===== src/rtl/alu_int_pkg.sv =====
// Package: shared operation codes and decoded control for the integer ALU.
// Assumes: a 5-bit operation code supplied by the instruction decoder.
package alu_int_pkg;

    localparam int OP_W = 5;

    // Operation codes; the numeric values are part of the decoder contract.
    typedef enum logic [OP_W-1:0] {
        OP_ADD   = 5'd0,
        OP_ADDU  = 5'd1,
        OP_SUB   = 5'd2,
        OP_SUBU  = 5'd3,
        OP_AND   = 5'd4,
        OP_OR    = 5'd5,
        OP_XOR   = 5'd6,
        OP_NOR   = 5'd7,
        OP_SLT   = 5'd8,
        OP_SLTU  = 5'd9,
        OP_ADDI  = 5'd10,
        OP_ADDIU = 5'd11,
        OP_ANDI  = 5'd12,
        OP_ORI   = 5'd13,
        OP_XORI  = 5'd14,
        OP_SLTI  = 5'd15,
        OP_SLTIU = 5'd16,
        OP_LUI   = 5'd17,
        OP_SLL   = 5'd18,
        OP_SRL   = 5'd19,
        OP_SRA   = 5'd20,
        OP_SLLV  = 5'd21,
        OP_SRLV  = 5'd22,
        OP_SRAV  = 5'd23
    } alu_op_e;

    // Which functional unit feeds the result.
    typedef enum logic [2:0] {
        SEL_ARITH,
        SEL_LOGIC,
        SEL_SLT,
        SEL_SHIFT,
        SEL_UPPER
    } res_sel_e;

    // Bitwise function of the logic unit.
    typedef enum logic [1:0] {
        LF_AND,
        LF_OR,
        LF_XOR,
        LF_NOR
    } logic_fn_e;

    // Shift direction and fill.
    typedef enum logic [1:0] {
        SH_LL,
        SH_RL,
        SH_RA
    } shift_kind_e;

    // Decoded control word.
    typedef struct packed {
        logic        use_imm;
        logic        imm_signed;
        logic        subtract;
        logic        trap_en;
        logic        cmp_unsigned;
        logic        shift_var;
        res_sel_e    sel;
        logic_fn_e   lfn;
        shift_kind_e skind;
    } alu_ctrl_t;

endpackage


===== src/rtl/alu_int_decode.sv =====
// Module: alu_int_decode
// Turns the operation code into the control word that steers the datapath.
// Assumes: codes 24..31 are never issued; they decode to a harmless logical AND.
module alu_int_decode
    import alu_int_pkg::*;
(
    input  logic [OP_W-1:0] op_i,
    output alu_ctrl_t       ctrl_o
);

    // Purpose: map each operation to its operand source, unit and mode.
    always_comb begin
        ctrl_o              = '0;
        ctrl_o.sel          = SEL_LOGIC;
        ctrl_o.lfn          = LF_AND;
        ctrl_o.skind        = SH_LL;
        case (alu_op_e'(op_i))
            OP_ADD:   begin ctrl_o.sel = SEL_ARITH; ctrl_o.trap_en = 1'b1; end
            OP_ADDU:  begin ctrl_o.sel = SEL_ARITH; end
            OP_SUB:   begin ctrl_o.sel = SEL_ARITH; ctrl_o.subtract = 1'b1; ctrl_o.trap_en = 1'b1; end
            OP_SUBU:  begin ctrl_o.sel = SEL_ARITH; ctrl_o.subtract = 1'b1; end
            OP_AND:   begin ctrl_o.lfn = LF_AND; end
            OP_OR:    begin ctrl_o.lfn = LF_OR; end
            OP_XOR:   begin ctrl_o.lfn = LF_XOR; end
            OP_NOR:   begin ctrl_o.lfn = LF_NOR; end
            OP_SLT:   begin ctrl_o.sel = SEL_SLT; ctrl_o.subtract = 1'b1; end
            OP_SLTU:  begin ctrl_o.sel = SEL_SLT; ctrl_o.subtract = 1'b1; ctrl_o.cmp_unsigned = 1'b1; end
            OP_ADDI:  begin
                ctrl_o.sel = SEL_ARITH; ctrl_o.use_imm = 1'b1;
                ctrl_o.imm_signed = 1'b1; ctrl_o.trap_en = 1'b1;
            end
            OP_ADDIU: begin
                ctrl_o.sel = SEL_ARITH; ctrl_o.use_imm = 1'b1; ctrl_o.imm_signed = 1'b1;
            end
            OP_ANDI:  begin ctrl_o.use_imm = 1'b1; ctrl_o.lfn = LF_AND; end
            OP_ORI:   begin ctrl_o.use_imm = 1'b1; ctrl_o.lfn = LF_OR; end
            OP_XORI:  begin ctrl_o.use_imm = 1'b1; ctrl_o.lfn = LF_XOR; end
            OP_SLTI:  begin
                ctrl_o.sel = SEL_SLT; ctrl_o.subtract = 1'b1;
                ctrl_o.use_imm = 1'b1; ctrl_o.imm_signed = 1'b1;
            end
            OP_SLTIU: begin
                ctrl_o.sel = SEL_SLT; ctrl_o.subtract = 1'b1; ctrl_o.cmp_unsigned = 1'b1;
                ctrl_o.use_imm = 1'b1; ctrl_o.imm_signed = 1'b1;
            end
            OP_LUI:   begin ctrl_o.sel = SEL_UPPER; end
            OP_SLL:   begin ctrl_o.sel = SEL_SHIFT; ctrl_o.skind = SH_LL; end
            OP_SRL:   begin ctrl_o.sel = SEL_SHIFT; ctrl_o.skind = SH_RL; end
            OP_SRA:   begin ctrl_o.sel = SEL_SHIFT; ctrl_o.skind = SH_RA; end
            OP_SLLV:  begin ctrl_o.sel = SEL_SHIFT; ctrl_o.skind = SH_LL; ctrl_o.shift_var = 1'b1; end
            OP_SRLV:  begin ctrl_o.sel = SEL_SHIFT; ctrl_o.skind = SH_RL; ctrl_o.shift_var = 1'b1; end
            OP_SRAV:  begin ctrl_o.sel = SEL_SHIFT; ctrl_o.skind = SH_RA; ctrl_o.shift_var = 1'b1; end
            default:  begin ctrl_o.sel = SEL_LOGIC; end
        endcase
    end

endmodule


===== src/rtl/alu_int_addsub.sv =====
// Module: alu_int_addsub
// Single adder that adds or subtracts. It also yields signed overflow and both
// less-than results, which are read from the subtraction.
// Assumes: WIDTH >= 2; the less-than outputs are meaningful only when subtract_i is set.
module alu_int_addsub #(
    parameter int WIDTH = 32
) (
    input  logic [WIDTH-1:0] a_i,
    input  logic [WIDTH-1:0] b_i,
    input  logic             subtract_i,
    output logic [WIDTH-1:0] sum_o,
    output logic             ovf_o,
    output logic             lt_signed_o,
    output logic             lt_unsigned_o
);

    localparam int MSB = WIDTH - 1;

    logic [WIDTH-1:0] b_eff;
    logic [WIDTH:0]   sum_ext;

    // Purpose: invert the second operand for subtraction and form the carry-extended sum.
    always_comb begin
        b_eff   = subtract_i ? ~b_i : b_i;
        sum_ext = {1'b0, a_i} + {1'b0, b_eff} + {{WIDTH{1'b0}}, subtract_i};
    end

    // Purpose: derive overflow and the two orderings from the sign and carry bits.
    always_comb begin
        sum_o         = sum_ext[MSB:0];
        ovf_o         = (a_i[MSB] == b_eff[MSB]) && (sum_ext[MSB] != a_i[MSB]);
        lt_signed_o   = sum_ext[MSB] ^ ovf_o;
        lt_unsigned_o = subtract_i & ~sum_ext[WIDTH];
    end

endmodule


===== src/rtl/alu_int_logic.sv =====
// Module: alu_int_logic
// Bitwise AND / OR / XOR / NOR of two operands.
// Assumes: immediate extension has already been applied to b_i.
module alu_int_logic
    import alu_int_pkg::*;
#(
    parameter int WIDTH = 32
) (
    input  logic [WIDTH-1:0] a_i,
    input  logic [WIDTH-1:0] b_i,
    input  logic_fn_e        fn_i,
    output logic [WIDTH-1:0] y_o
);

    // Purpose: select the bitwise function.
    always_comb begin
        case (fn_i)
            LF_AND:  y_o = a_i & b_i;
            LF_OR:   y_o = a_i | b_i;
            LF_XOR:  y_o = a_i ^ b_i;
            default: y_o = ~(a_i | b_i);
        endcase
    end

endmodule


===== src/rtl/alu_int_shift.sv =====
// Module: alu_int_shift
// Logarithmic barrel shifter. Left shifts reuse the right-shift stages by bit
// reversal of the input and the output.
// Assumes: WIDTH is a power of two; the distance has $clog2(WIDTH) bits.
module alu_int_shift
    import alu_int_pkg::*;
#(
    parameter int WIDTH = 32,
    localparam int SHW  = $clog2(WIDTH)
) (
    input  logic [WIDTH-1:0] val_i,
    input  logic [SHW-1:0]   amt_i,
    input  shift_kind_e      kind_i,
    output logic [WIDTH-1:0] y_o
);

    logic                   left;
    logic                   fill;
    logic [WIDTH-1:0]       stage [SHW+1];
    logic [WIDTH-1:0]       rev_in;
    logic [WIDTH-1:0]       rev_out;

    // Purpose: pick direction and the bit shifted in from the top.
    always_comb begin
        left = (kind_i == SH_LL);
        fill = (kind_i == SH_RA) & val_i[WIDTH-1];
    end

    // Purpose: bit reversal on the input and output paths for left shifts.
    generate
        for (genvar i = 0; i < WIDTH; i++) begin : g_rev
            assign rev_in[i]  = val_i[WIDTH-1-i];
            assign rev_out[i] = stage[SHW][WIDTH-1-i];
        end
    endgenerate

    assign stage[0] = left ? rev_in : val_i;

    // Purpose: one right-shift stage per distance bit, shifting by 2**k.
    generate
        for (genvar k = 0; k < SHW; k++) begin : g_stage
            localparam int STEP = 1 << k;
            assign stage[k+1] = amt_i[k]
                ? {{STEP{fill}}, stage[k][WIDTH-1:STEP]}
                : stage[k];
        end
    endgenerate

    assign y_o = left ? rev_out : stage[SHW];

endmodule


===== src/rtl/alu_int_core.sv =====
// Module: alu_int_core (top)
// Combinational integer execute unit: operand selection with immediate
// extension, adder, logic unit, shifter and result multiplexer, plus the
// overflow trap and the destination write-enable.
// Assumes: WIDTH >= IMM_W; WIDTH is a power of two; op_i comes from decode.
module alu_int_core
    import alu_int_pkg::*;
#(
    parameter int WIDTH = 32,
    parameter int IMM_W = 16,
    localparam int SHW  = $clog2(WIDTH)
) (
    input  logic [OP_W-1:0]  op_i,
    input  logic [WIDTH-1:0] rs_val_i,
    input  logic [WIDTH-1:0] rt_val_i,
    input  logic [IMM_W-1:0] imm_i,
    input  logic [SHW-1:0]   shamt_i,
    output logic [WIDTH-1:0] result_o,
    output logic             ovf_trap_o,
    output logic             wr_en_o
);

    localparam int EXT_W = WIDTH - IMM_W;

    alu_ctrl_t        ctrl;
    logic [WIDTH-1:0] imm_ext;
    logic [WIDTH-1:0] opnd_b;
    logic [WIDTH-1:0] arith_y;
    logic             arith_ovf;
    logic             lt_s;
    logic             lt_u;
    logic [WIDTH-1:0] logic_y;
    logic [SHW-1:0]   shift_amt;
    logic [WIDTH-1:0] shift_y;
    logic [WIDTH-1:0] upper_y;
    logic [WIDTH-1:0] slt_y;

    alu_int_decode u_decode (
        .op_i   (op_i),
        .ctrl_o (ctrl)
    );

    // Purpose: extend the immediate (sign or zero) and choose the second operand.
    always_comb begin
        imm_ext = {{EXT_W{ctrl.imm_signed & imm_i[IMM_W-1]}}, imm_i};
        opnd_b  = ctrl.use_imm ? imm_ext : rt_val_i;
    end

    alu_int_addsub #(.WIDTH(WIDTH)) u_addsub (
        .a_i           (rs_val_i),
        .b_i           (opnd_b),
        .subtract_i    (ctrl.subtract),
        .sum_o         (arith_y),
        .ovf_o         (arith_ovf),
        .lt_signed_o   (lt_s),
        .lt_unsigned_o (lt_u)
    );

    alu_int_logic #(.WIDTH(WIDTH)) u_logic (
        .a_i  (rs_val_i),
        .b_i  (opnd_b),
        .fn_i (ctrl.lfn),
        .y_o  (logic_y)
    );

    // Purpose: shift distance from the instruction field or the low bits of rs.
    always_comb begin
        shift_amt = ctrl.shift_var ? rs_val_i[SHW-1:0] : shamt_i;
    end

    alu_int_shift #(.WIDTH(WIDTH)) u_shift (
        .val_i  (rt_val_i),
        .amt_i  (shift_amt),
        .kind_i (ctrl.skind),
        .y_o    (shift_y)
    );

    // Purpose: form the upper-immediate and set-less-than results.
    always_comb begin
        upper_y = {imm_i, {EXT_W{1'b0}}};
        slt_y   = {{(WIDTH-1){1'b0}}, (ctrl.cmp_unsigned ? lt_u : lt_s)};
    end

    // Purpose: final result multiplexer.
    always_comb begin
        case (ctrl.sel)
            SEL_ARITH: result_o = arith_y;
            SEL_SLT:   result_o = slt_y;
            SEL_SHIFT: result_o = shift_y;
            SEL_UPPER: result_o = upper_y;
            default:   result_o = logic_y;
        endcase
    end

    // Purpose: trap only trapping arithmetic; suppress the register write on a trap.
    always_comb begin
        ovf_trap_o = ctrl.trap_en & (ctrl.sel == SEL_ARITH) & arith_ovf;
        wr_en_o    = ~ovf_trap_o;
    end

endmodule


===== config.mk =====
export PLATFORM = sky130hd
export DESIGN_NAME = alu_int_core
export DESIGN_NICKNAME = d
export VERILOG_FILES = /design/src/rtl/alu_int_pkg.sv /design/src/rtl/alu_int_decode.sv /design/src/rtl/alu_int_addsub.sv /design/src/rtl/alu_int_logic.sv /design/src/rtl/alu_int_shift.sv /design/src/rtl/alu_int_core.sv
export SDC_FILE = /design/constraint.sdc
export NUM_CORES = 1
export LEC_CHECK = 0
export ABC_AREA = 1
export BUFFER_PORTS_ARGS = -buffer_cell sky130_fd_sc_hd__buf_2
export CAP_MARGIN = 10
export CORE_MARGIN = 4
export CORE_UTILIZATION = 48
export DETAILED_ROUTE_END_ITERATION = 12
export GPL_TIMING_DRIVEN = 1
export PLACE_DENSITY = 0.69
export SETUP_SLACK_MARGIN = 0.05
export SYNTH_ARGS = -nofsm -noshare
export SYNTH_HDL_FRONTEND = slang
export SYNTH_HIERARCHICAL = 1
export SYNTH_SLANG_ARGS = --single-unit

===== constraint.sdc =====
create_clock -name vclk -period 8.65
set_input_delay 1.73 -clock vclk [all_inputs]
set_output_delay 1.73 -clock vclk [all_outputs]
set_load 0.05 [all_outputs]

==> results.rst <==
.. list-table::
   :header-rows: 1

   * - Metric
     - Value
   * - Net count of the mapped netlist
     - 1,846
   * - Layout cell share with drive strength beyond 1
     - 12.6%
   * - Slew @ Worst Pin
     - 1.13 ns
   * - Initial standard-cell utilization of the core
     - 49.1%
   * - Die width
     - 144 microns
   * - Final instance area
     - 9310 sq um
   * - Layout filler cell count
     - 2,052
   * - Max Cap Violations
     - 0
   * - Required @ worst endpoint
     - 6.92 ns
   * - Final-layout worst hold slack
     - 3.93 ns
   * - Number of warnings issued by yosys
     - 6
   * - Aggregate routed wire length
     - 38,000 microns
   * - HPWL Detailed
     - 30,100 microns
   * - Number of DRC markers in iteration 0
     - 1,697
   * - Category of the worst setup path launch point
     - primary input
   * - Clock buffer count in the final layout
     - 0
   * - Total cell area at the placement stage
     - 9310 sq um
   * - Total I/O pin count
     - 124
   * - Total DRC errors in the routed layout
     - 0
   * - Post-route clock period utilization
     - 87.3%
   * - Element type at the critical path end
     - primary output
   * - Setup TNS
     - 0 ns
   * - Type of the worst setup path
     - in -> out
   * - Total die area
     - 20,700 sq um
   * - IO buf count
     - 124
   * - Detailed-route wire length per cell
     - 19.6 microns
   * - Final weighted congestion in routability-driven placement
     - 0.990
   * - Post-Syn Area per Cell
     - 5.35 sq um
   * - Total leakage power
     - 5.32 nW
   * - Min-delay src
     - imm_i[4]
   * - Overflow left after global routing
     - 0
   * - Total routing usage reported by global routing
     - 34.9%
   * - Number of buffers inserted for hold repair after clock tree synthesis
     - 0
   * - Worst max-slew margin expressed relative to the limit
     - 24.8%
   * - Vertical extent of the die
     - 144 microns
   * - Initial antenna violation count
     - 3
   * - Minimum period implied by the final worst setup slack
     - 7.55 ns
   * - PwrDens
     - 108 nW/um^2
   * - Arrival @ worst endpoint
     - 5.82 ns
   * - Min-delay worst type
     - in -> out
   * - Sequential area share after synthesis
     - 0%
   * - Chain of cells forming the critical path
     - buf_2 -> nor2_2 -> inv_1 -> nor2_2 -> nor2_2 -> nand3_1 -> buf_4 -> nand3_1 -> o21ai_0 -> xor2_1 -> ha_1 -> nand2_1 -> nor2_1 -> nand2_1 -> nor4_1 -> nand2_1 -> nand3_1 -> nand2_1 -> nand2_1 -> nand3_1 -> nand4_1 -> buf_2
   * - CP peak stage delay
     - 0.50 ns
   * - Highest ir drop seen on vdd
     - 0.0927 mV
   * - Area growth from synthesis to layout
     - 4.89%
   * - Unrepaired setup endpoints after global routing
     - no
   * - Post-CTS resize count
     - 0
   * - Final hold violations
     - 0
   * - Worst Path Max Fanout
     - 33
   * - DRT Pass-1 Iters
     - 5
   * - Final std cells w/o fill
     - 1,932
   * - FF+latch count
     - 0
   * - Origin of the worst setup path
     - op_i[1]
   * - Number of antenna-violating nets in the routed design
     - 0
   * - Number of max-slew violations in the final report
     - 0
   * - Number of instances in the placed design
     - 1,931
   * - Post-synthesis instance area
     - 8880 sq um
   * - Max stage delay cell, worst path
     - sky130_fd_sc_hd__nand3_1
   * - Via count normalized by instance count
     - 6.03
   * - Vias in the first global route
     - 10,100
   * - Setup Buffers After CTS
     - 0
   * - Num rows
     - 49
   * - Outcome
     - completed
   * - Syn Inst Count
     - 1,660
   * - Fmax
     - 132 MHz
   * - Global-route wire length before repair
     - 56,700 microns
   * - Most common cell type on the critical path
     - sky130_fd_sc_hd__nand2_1
   * - Footprint of the flip-flops and latches
     - 0 sq um
   * - Vias
     - 11,600
   * - Setup violations, final
     - 0
   * - Final nets
     - 1,890
   * - Area of the placeable core
     - 18,100 sq um
   * - Synth unique cells
     - 45
   * - Largest net degree at the start of global routing
     - 63
==> Yosys cell counts (2+ instances only) <==
cell,instances,share of area [%]
sky130_fd_sc_hd__buf_4,11,0.93
sky130_fd_sc_hd__and2_1,2,0.14
sky130_fd_sc_hd__a21o_1,5,0.42
sky130_fd_sc_hd__xor2_1,43,4.2
sky130_fd_sc_hd__buf_6,14,1.8
sky130_fd_sc_hd__xnor2_1,3,0.30
sky130_fd_sc_hd__clkbuf_1,16,0.68
sky130_fd_sc_hd__nand4_1,70,4.9
sky130_fd_sc_hd__inv_4,2,0.14
sky130_fd_sc_hd__inv_1,202,8.5
sky130_fd_sc_hd__o21ai_1,3,0.17
sky130_fd_sc_hd__o211ai_1,6,0.51
sky130_fd_sc_hd__nor3_1,4,0.23
sky130_fd_sc_hd__nand2_1,477,20
sky130_fd_sc_hd__nand3_1,428,24
sky130_fd_sc_hd__o21a_1,3,0.25
sky130_fd_sc_hd__a21oi_4,2,0.37
sky130_fd_sc_hd__ha_1,95,13
sky130_fd_sc_hd__a21boi_0,2,0.17
sky130_fd_sc_hd__nand2_2,21,1.5
sky130_fd_sc_hd__a21oi_1,36,2.0
sky130_fd_sc_hd__nor2_1,58,2.5
sky130_fd_sc_hd__buf_1,15,0.63
sky130_fd_sc_hd__inv_2,8,0.34
sky130_fd_sc_hd__nor2_2,6,0.42
sky130_fd_sc_hd__o21ai_0,31,1.7
sky130_fd_sc_hd__o21bai_1,6,0.51
sky130_fd_sc_hd__mux2_1,9,1.1
sky130_fd_sc_hd__nand3_2,14,1.6
sky130_fd_sc_hd__nor2_4,7,0.89
sky130_fd_sc_hd__mux2_2,12,1.5
sky130_fd_sc_hd__buf_2,36,2.0
==> report_power, final <==
group / switching, mW / internal [mW]
sequential: 0 / 0
combinational: 0.715 / 0.290
clock: 0 / 0.0000000393
total: 0.715 / 0.290
==> area by class of cell <==
cell class	instances	area, sq um	area share [%]
repair buffers	136	711	7.63
inverters	213	805	8.64
multi-input cells	1353	7510	80.6
diodes	1	2.50	0.0269
well taps	229	287	3.08
==> critical path, delay by kind of cell <==
family / cells / cell delay (ns)
buf+inv: 4 / 0.86
xor+xnor: 1 / 0.15
compound gates: 1 / 0.41
simple gates: 15 / 2.18
fa+ha+maj: 1 / 0.46
==> logic make-up (layout without fill, tap and decap cells) <==
family	Yosys count	in the layout	synth area share (%)
buf+inv	307	349	15.5
simple gates	1093	1093	57.3
compound gates	97	97	6.43
other cells	0	1	0
xor+xnor	46	46	4.54
mux	21	21	2.66
fa+ha+maj	96	96	13.6
==> stage by stage <==
stage	utilization, %	setup slack (ns)	power [mW]
2_1_floorplan	-	1.75	0.723
3_5_place_dp	51.5	1.22	0.977
4_1_cts	51.5	1.19	0.982
3_3_place_gp	51.5	1.30	0.974
5_1_grt	51.5	0.763	1.09
6_report	51.5	1.10	1.01
==> final timing paths <==
kind / to / slack [ns] / depth (start not counted)
worst max-delay path: result_o[25] / 1.10 / 22
worst min-delay path: result_o[20] / 3.93 / 4
==> layout by cell type (no fill, tap or decap), types with 15 or more instances in the layout <==
master	synthesis	final
sky130_fd_sc_hd__a21oi_1	36	36
sky130_fd_sc_hd__buf_2	36	124
sky130_fd_sc_hd__ha_1	95	95
sky130_fd_sc_hd__inv_1	202	201
sky130_fd_sc_hd__nand2_1	477	477
sky130_fd_sc_hd__nand2_2	21	21
sky130_fd_sc_hd__nand3_1	428	427
sky130_fd_sc_hd__nand3_2	14	15
sky130_fd_sc_hd__nand4_1	70	70
sky130_fd_sc_hd__nor2_1	58	58
sky130_fd_sc_hd__o21ai_0	31	31
sky130_fd_sc_hd__xor2_1	43	43
==> routing by layer <==
metal  wire, microns  share of wire [%]  track usage [%]  vias up
met5              27              0.071                0        -
met2           15700                 41             53.2      671
met1           17000                 45             52.4     5319
li1                -                  -                -     5568
met3            3990                 11             3.51       83
met4            1210                3.2             8.33        4
No activity file was read; power rests on OpenSTA's default activity.
